**config.mk**
```make
export PLATFORM = sky130hd
export DESIGN_NAME = sbr_unit
export DESIGN_NICKNAME = d
export VERILOG_FILES = /design/src/rtl/sbr_pkg.sv /design/src/rtl/sbr_cond_eval.sv /design/src/rtl/sbr_loop_ctl.sv /design/src/rtl/sbr_target.sv /design/src/rtl/sbr_unit.sv
export SDC_FILE = /design/constraint.sdc
export NUM_CORES = 1
export LEC_CHECK = 0
export BUFFER_PORTS_ARGS = -buffer_cell sky130_fd_sc_hd__clkbuf_2
export CAP_MARGIN = 15
export CORE_MARGIN = 2
export CORE_UTILIZATION = 38
export CTS_CLUSTER_DIAMETER = 200
export DETAILED_ROUTE_END_ITERATION = 10
export PLACE_DENSITY = 0.65
export SLEW_MARGIN = 10
export SYNTH_ARGS = -nofsm -noshare
export SYNTH_HDL_FRONTEND = slang
export SYNTH_SLANG_ARGS = --single-unit
```
**constraint.sdc**
```tcl
create_clock -name clk -period 7 [get_ports clk]
set_clock_uncertainty 0.05 [all_clocks]
set_input_delay 1.05 -clock clk [delete_from_list [all_inputs] [get_ports clk]]
set_output_delay 1.05 -clock clk [all_outputs]
set_load 0.02 [all_outputs]
```
**src/rtl/sbr_pkg.sv**
```systemverilog
// Shared widths and operation encoding for the short branch resolution unit.
package sbr_pkg;
    localparam int IP_W   = 16;
    localparam int DISP_W = 8;
    localparam int CX_W   = 16;
    localparam int SEL_W  = 4;

    typedef enum logic [1:0] {
        OP_JCC  = 2'd0,
        OP_LOOP = 2'd1,
        OP_JCXZ = 2'd2,
        OP_RSVD = 2'd3
    } sbr_op_e;
endpackage

```
**src/rtl/sbr_cond_eval.sv**
```systemverilog
// Condition evaluator: maps a 4-bit condition code and the status flags to a
// taken decision. Bits 3:1 pick the test and bit 0 complements it.
// Assumes the flags are stable for the cycle in which the request is valid.
module sbr_cond_eval (
    input  logic [3:0] sel,
    input  logic       cf,
    input  logic       zf,
    input  logic       sf,
    input  logic       of,
    input  logic       pf,
    output logic       taken
);
    logic base;

    // Select the base test named by the upper three bits.
    always_comb begin
        unique case (sel[3:1])
            3'd0: base = of;
            3'd1: base = cf;
            3'd2: base = zf;
            3'd3: base = cf | zf;
            3'd4: base = sf;
            3'd5: base = pf;
            3'd6: base = sf ^ of;
            default: base = (sf ^ of) | zf;
        endcase
        taken = base ^ sel[0];
    end

    // Spot checks on the unsigned and signed families against the raw flags.
    always_comb begin
        if (sel == 4'h7 && (cf || zf))
            assert_above_needs_clear_R2: assert (!taken);
        if (sel == 4'hD && (sf != of))
            assert_ge_needs_match_R3: assert (!taken);
    end
endmodule

```
**src/rtl/sbr_loop_ctl.sv**
```systemverilog
// Loop count control: computes the decremented count and the taken decisions
// for the counted loop and the count-zero jump. Assumes cx_in is the count
// value before the instruction executes.
module sbr_loop_ctl #(
    parameter int CX_W = 16
) (
    input  logic [CX_W-1:0] cx_in,
    output logic [CX_W-1:0] cx_dec,
    output logic            loop_take,
    output logic            zero_take
);
    // Decrement and test the count.
    always_comb begin
        cx_dec    = cx_in - CX_W'(1);
        loop_take = (cx_dec != '0);
        zero_take = (cx_in == '0);
    end
endmodule

```
**src/rtl/sbr_target.sv**
```systemverilog
// Target adder: sign-extends the displacement and adds it to the address of
// the following instruction. The result wraps modulo 2^IP_W.
module sbr_target #(
    parameter int IP_W   = 16,
    parameter int DISP_W = 8
) (
    input  logic [IP_W-1:0]   base_ip,
    input  logic [DISP_W-1:0] disp,
    output logic [IP_W-1:0]   target
);
    localparam int EXT_W = IP_W - DISP_W;

    // Sign-extend and add.
    always_comb begin
        target = base_ip + {{EXT_W{disp[DISP_W-1]}}, disp};
    end
endmodule

```
**src/rtl/sbr_unit.sv**
```systemverilog
// Short branch resolution unit: resolves conditional jumps, counted loops and
// count-zero jumps, and registers the next pointer, the redirect pulse and the
// count write-back. Results appear one cycle after req_valid.
// Assumes all request inputs are valid in the same cycle as req_valid.
module sbr_unit #(
    parameter int IP_W   = sbr_pkg::IP_W,
    parameter int DISP_W = sbr_pkg::DISP_W,
    parameter int CX_W   = sbr_pkg::CX_W
) (
    input  logic              clk,
    input  logic              rst_n,
    input  logic              req_valid,
    input  logic [1:0]        req_op,
    input  logic [3:0]        cond_sel,
    input  logic              flag_cf,
    input  logic              flag_zf,
    input  logic              flag_sf,
    input  logic              flag_of,
    input  logic              flag_pf,
    input  logic [IP_W-1:0]   next_ip,
    input  logic [DISP_W-1:0] disp,
    input  logic [CX_W-1:0]   cx_in,
    output logic              res_valid,
    output logic              redirect,
    output logic [IP_W-1:0]   next_ptr,
    output logic              cx_we,
    output logic [CX_W-1:0]   cx_out
);
    import sbr_pkg::*;

    sbr_op_e         op;
    logic            cond_take;
    logic            loop_take;
    logic            zero_take;
    logic [CX_W-1:0] cx_dec;
    logic [IP_W-1:0] target;
    logic            take;

    assign op = sbr_op_e'(req_op);

    sbr_cond_eval u_cond (
        .sel   (cond_sel),
        .cf    (flag_cf),
        .zf    (flag_zf),
        .sf    (flag_sf),
        .of    (flag_of),
        .pf    (flag_pf),
        .taken (cond_take)
    );

    sbr_loop_ctl #(.CX_W(CX_W)) u_loop (
        .cx_in     (cx_in),
        .cx_dec    (cx_dec),
        .loop_take (loop_take),
        .zero_take (zero_take)
    );

    sbr_target #(.IP_W(IP_W), .DISP_W(DISP_W)) u_tgt (
        .base_ip (next_ip),
        .disp    (disp),
        .target  (target)
    );

    // Pick the taken decision for the current operation kind.
    always_comb begin
        unique case (op)
            OP_JCC:  take = cond_take;
            OP_LOOP: take = loop_take;
            OP_JCXZ: take = zero_take;
            default: take = 1'b0;
        endcase
    end

    // Register the result, the redirect pulse and the count write-back.
    always_ff @(posedge clk) begin
        if (!rst_n) begin
            res_valid <= 1'b0;
            redirect  <= 1'b0;
            next_ptr  <= '0;
            cx_we     <= 1'b0;
            cx_out    <= '0;
        end else begin
            res_valid <= req_valid;
            redirect  <= req_valid && take;
            next_ptr  <= take ? target : next_ip;
            cx_we     <= req_valid && (op == OP_LOOP);
            cx_out    <= cx_dec;
        end
    end

    // A redirect only follows a request in the previous cycle.
    assert_redirect_follows_req_R9: assert property (@(posedge clk) disable iff (!rst_n)
        redirect |-> $past(req_valid));

    // Idle cycles produce no result.
    assert_idle_quiet_R9: assert property (@(posedge clk) disable iff (!rst_n)
        !req_valid |=> (!res_valid && !redirect && !cx_we));

    // The count is written only for a counted loop.
    assert_cx_write_only_loop_R8: assert property (@(posedge clk) disable iff (!rst_n)
        cx_we |-> $past(req_valid && req_op == 2'd1));

    // The written count is one less than the count presented.
    assert_loop_decrements_R7: assert property (@(posedge clk) disable iff (!rst_n)
        cx_we |-> (cx_out == $past(cx_in) - CX_W'(1)));

    // A completed loop with a zero result does not redirect.
    assert_loop_exit_R7: assert property (@(posedge clk) disable iff (!rst_n)
        (cx_we && cx_out == '0) |-> !redirect);

    // A result without redirect points to the following instruction.
    assert_not_taken_ptr_R6: assert property (@(posedge clk) disable iff (!rst_n)
        (res_valid && !redirect) |-> (next_ptr == $past(next_ip)));

    // The reserved operation never redirects.
    assert_reserved_quiet_R10: assert property (@(posedge clk) disable iff (!rst_n)
        (req_valid && req_op == 2'd3) |=> !redirect);
endmodule

```
# Yosys cells after proc, flatten, opt, wreduce, memory -nomap -nowiden
# Index checks and enable logic that the tools add are counted.
[classes] addsub=2 n_eq_ne=8 mux=3 bitwise=4 n_reduce_logical=6
[ops] cell="adder 16 bit" count=1
[ops] cell="logical NOT 16 bit" count=1
[ops] cell="2-to-1 mux 16 bit" count=1
[ops] cell="nonzero test 16 bit" count=1
[ops] cell="subtractor 16 x 1 -> 16 bit (second input constant)" count=1
[ops] cell="equality test 3 bit (second input constant)" count=3
[ops] cell="one-hot mux 1 bit (7 select lines)" count=1
[ops] cell="equality test 3 x 2 -> 1 bit (second input constant)" count=2
[ops] cell="equality test 3 x 1 -> 1 bit (second input constant)" count=1
[ops] cell="logical NOT 3 bit" count=1
[ops] cell="one-hot mux 1 bit (3 select lines)" count=1
[ops] cell="equality test 2 x 1 -> 1 bit (second input constant)" count=1
[ops] cell="equality test 2 bit (second input constant)" count=1
[ops] cell="logical AND 1 bit" count=2
[ops] cell="logical NOT 2 bit" count=1
[ops] cell="OR 1 bit" count=2
[ops] cell="bitwise XOR 1 bit" count=2
[totals] regBits=35 in_bits=54 out_inout_bits=35 elab_cells=28

# Depth between registers and ports, before layout
[depth] depth_word=6 ltp_mapped=10 ltp_nobuf=10

# Modules after synthesis
# A second synthesis with hierarchy kept.
[hier_totals] cells_unflattened=277 hier_area_um2=2442.3
[modules_own_cells] module="sbr_unit" instances=1 cells_per_inst=85 area_each_um2=1102.3 seq_area_each_um2=700.7
[modules_own_cells] module="sbr_target" instances=1 cells_per_inst=98 area_each_um2=724.4 seq_area_each_um2=0.0
[modules_own_cells] module="sbr_loop_ctl" instances=1 cells_per_inst=82 area_each_um2=534.3 seq_area_each_um2=0.0
[modules_own_cells] module="sbr_cond_eval" instances=1 cells_per_inst=12 area_each_um2=81.3 seq_area_each_um2=0.0

# Least setup slack after synthesis
# No wires, ideal clock.
[synth_timing] path_kind="input to register" startpoint="input port cx_in[10]" endpoint="register next_ptr[4]" setup_ps=123 arrival_time_ps=3158 t_required_ps=6827 path_slack_ps=3668 cell_stages=8 n_path_buf=1 cell_sequence="or4_4 -> or3_4 -> nor4b_1 -> nand2_1 -> nor4b_2 -> or2_1 -> buf_6 -> mux2_1"
[synth_via] elab_chain_cells=4 word_cells_on_any_way=5 classes_between="add/sub (1); mux (2); reduce/logical (2)"
[synth_rtl] element="start, declared" line="sbr_unit.sv:22" source="input logic [CX_W-1:0] cx_in,"
[synth_rtl] element="subtractor 16 x 1 -> 16 bit" line="sbr_loop_ctl.sv:14" source="cx_dec = cx_in - CX_W'(1);"
[synth_rtl] element="nonzero test 16 bit" line="sbr_loop_ctl.sv:15" source="loop_take = (cx_dec != '0);"
[synth_rtl] element="one-hot mux 1 bit (3 select lines) (*)" line="sbr_unit.sv:66" source="unique case (op)"
[synth_rtl] element="2-to-1 mux 16 bit (*)" line="sbr_unit.sv:85" source="next_ptr <= take ? target : next_ip;"
[synth_rtl] element="end signal, assigned" line="sbr_unit.sv:85"
[synth_rtl] element="end, declared" line="sbr_unit.sv:25" source="output logic [IP_W-1:0] next_ptr,"
# Mark *: on every way between the ends. The rest lies on a longest branch, timed or not.
# A chain may end at the register's enable or synchronous reset.

# Worst setup path in the final report
# Ends and elaborated chain as after synthesis.

==> qor.txt <==
Die Y: 81.7 µm
Measured slew at the worst slew-check pin: 961 ps
RSZ-0062 raised after global routing: no
Initial antenna violation count: 0
Top_reg_cell synth: dfxtp_1
Clock Path Buffers: 2
Hold Crit Class: primary input to register
Status: completed
Min Clock Period, post-route: 3890 ps
Core footprint: 5890 µm²
CTS resizes: 0
Combinational Power Share: 31.4%
Avg WL per Cell: 13.1 µm
Post-CTS Hold Buffers: 0
Avg Vias per Cell: 5.11
CP Capture Type: register
Top cell type's share of synthesized area: 30.6%
Ranking of synthesized cells by area: dfxtp_1 (31%), ha_1 (9.3%), mux2i_1 (5.7%)
Largest area contributor in the netlist: dfxtp_1
Die width: 81.7 µm
Final Net Count: 429
Crit start category: primary input
Post-synth EDFFs: 0
Max transition margin: 35.9%
Max-cap violations: 0
GPL Wtd Cong: 0.799
Clock share of power: 27.8%
DR DRC count: 0
Worst EP arrival: 4030 ps
Distinct cells, synth: 50
Net Switching: 184 µW
Synth Register Bits: 35
Peak VDD IR: 0.0841 mV
Port buffer count: 88
Starting Density: 39.0%
Register area share after synthesis: 30.6%
CTS Buf Count: 5
Final Cycle Share: 55.6%
First-pass GRT wire length: 9290 µm
Syn Inst Count: 268
DR pass1 iterations: 4
Syn-to-layout area delta: 25.5%
Ports: 89
Synth Cell Area: 2290 µm²
Share of layout cells above drive strength 1: 29.9%
Power per cell area: 187 nW/µm²
Net Count, Synth: 340
Post-CTS Setup Repair Bufs: 0
Post-DP HPWL: 4480 µm
Antenna diode count: 0
Lkg Pwr: 1.37 nW
Iter 0 DRT Violations: 42
Worst Path Required: 7130 ps
Synth top cells by count: dfxtp_1 (35), nand2_1 (31), nor2_1 (25), ha_1 (17), o21ai_0 (15)
Crit path kind: primary input to register
Post-Route Setup TNS: 0 ps
Asr flop ratio synth: 0%
CTS tree: yes
Clock transition at the registers of the reported paths: 80 ps
Via total after detailed routing: 2212
Gr usage total: 17.7%
Floorplan row count: 28
Vias in the first global route: 2167
Clock Tree Root: clkbuf_8
Setup violations, final: 0
H-tree depth: 2
Most instantiated library cell after synthesis: dfxtp_1
Die area: 6670 µm²
Total Wirelength: 5690 µm
Fin. Hold Viols: 0
Finished layout cell area: 2880 µm²
CP Max Fanout: 16
Detail Route Antenna Nets: 0
Fmax: 0.257 GHz
Pint: 355 µW
Placement Cell Area: 2790 µm²
Synthesized area per cell: 8.56 µm²
Slew Viols, Final: 0
Total clock sinks: 35
GRT overflow: 0
Synth warn: 0
Sequential fraction of design power: 40.8%
Switching share of power: 34.1%
Largest net degree at the start of global routing: 33
-- critical path, cell delays in order --
cell      delay, ps
clkbuf_2        110
or4_4           550
or3_4           360
nor4b_1         300
nand2_1         100
nor4b_2         360
or2_1           800
mux2_1          380
-- power by group through the flow --
stage / Sequential (mW) / Clock [mW] / Combinational, mW
floorplan: 0.246 / 0 / 0.0927
global placement: 0.225 / 0 / 0.167
detailed placement: 0.225 / 0 / 0.169
CTS: 0.220 / 0.154 / 0.170
global route: 0.222 / 0.164 / 0.189
finish: 0.220 / 0.150 / 0.169
-- final timing paths --
kind | cells after the start | from | slack, ps | to
setup / recovery | 8 | cx_in[10] | 3110 | next_ptr[4]
hold / removal | 3 | next_ip[6] | 950 | next_ptr[6]
-- layout make-up --
class	count	area [µm²]
inverters	9	33.8
flip-flops and latches	35	701
well taps	75	93.8
multi-input cells	218	1520
clock inverters	3	20.0
clock buffers	5	68.8
repair buffers	88	440
fillers	606	3010
-- state kept, by name (all words and copies together), names as in the netlist --
register,flops
redirect,1
cx_we,1
res_valid,1
cx_out,16
next_ptr,16
-- metrics by stage --
| stage | util (%) | setup slack (ps) | hold slack, ps | power (mW) | instances |
|---|---|---|---|---|---|
| 3_5_place_dp | 47.4 | 2780 | 1240 | 0.394 | 425 |
| 3_3_place_gp | 47.4 | 2870 | 1230 | 0.392 | 425 |
| 4_1_cts | 48.9 | 3090 | 938 | 0.544 | 433 |
| 2_1_floorplan | - | 3670 | 1070 | 0.339 | 268 |
| 5_1_grt | 48.9 | 2880 | 947 | 0.574 | 433 |
| 6_report | 48.9 | 3110 | 948 | 0.539 | 433 |
-- logic make-up (layout without fill, tap and decap cells) --
| kind of cell | count (synthesis) | in the layout | share of synthesized area, % |
|---|---|---|---|
| simple gates | 99 | 99 | 21.8 |
| compound gates | 61 | 61 | 18.1 |
| flops | 35 | 35 | 30.6 |
| xor+xnor | 24 | 24 | 9.17 |
| fa+ha+maj | 18 | 18 | 10.1 |
| mux | 16 | 16 | 7.15 |
| buf+inv | 15 | 105 | 3.11 |
-- metal layers --
metal / up-vias / global-route usage, % / wire (µm) / share of wire, %
met1: 1001 / 20.5 / 2500 / 44
li1: 1140 / - / - / -
met2: 64 / 32.4 / 2700 / 47
met3: 7 / 4.51 / 431 / 7.6
met5: - / 0 / 0 / 0
met4: 0 / 4.50 / 64 / 1.1
-- cell usage in the layout, fill, tap and decap left out, types with 5 or more instances in the layout --
master / instances
a21oi_1: 14
clkbuf_2: 88
clkbuf_8: 5
dfxtp_1: 35
ha_1: 17
inv_1: 8
mux2i_1: 13
nand2_1: 31
nand3_1: 5
nor2_1: 25
nor3_1: 9
o21ai_0: 15
xnor2_1: 13
xor2_1: 11
(Power assumes the default switching activity.)
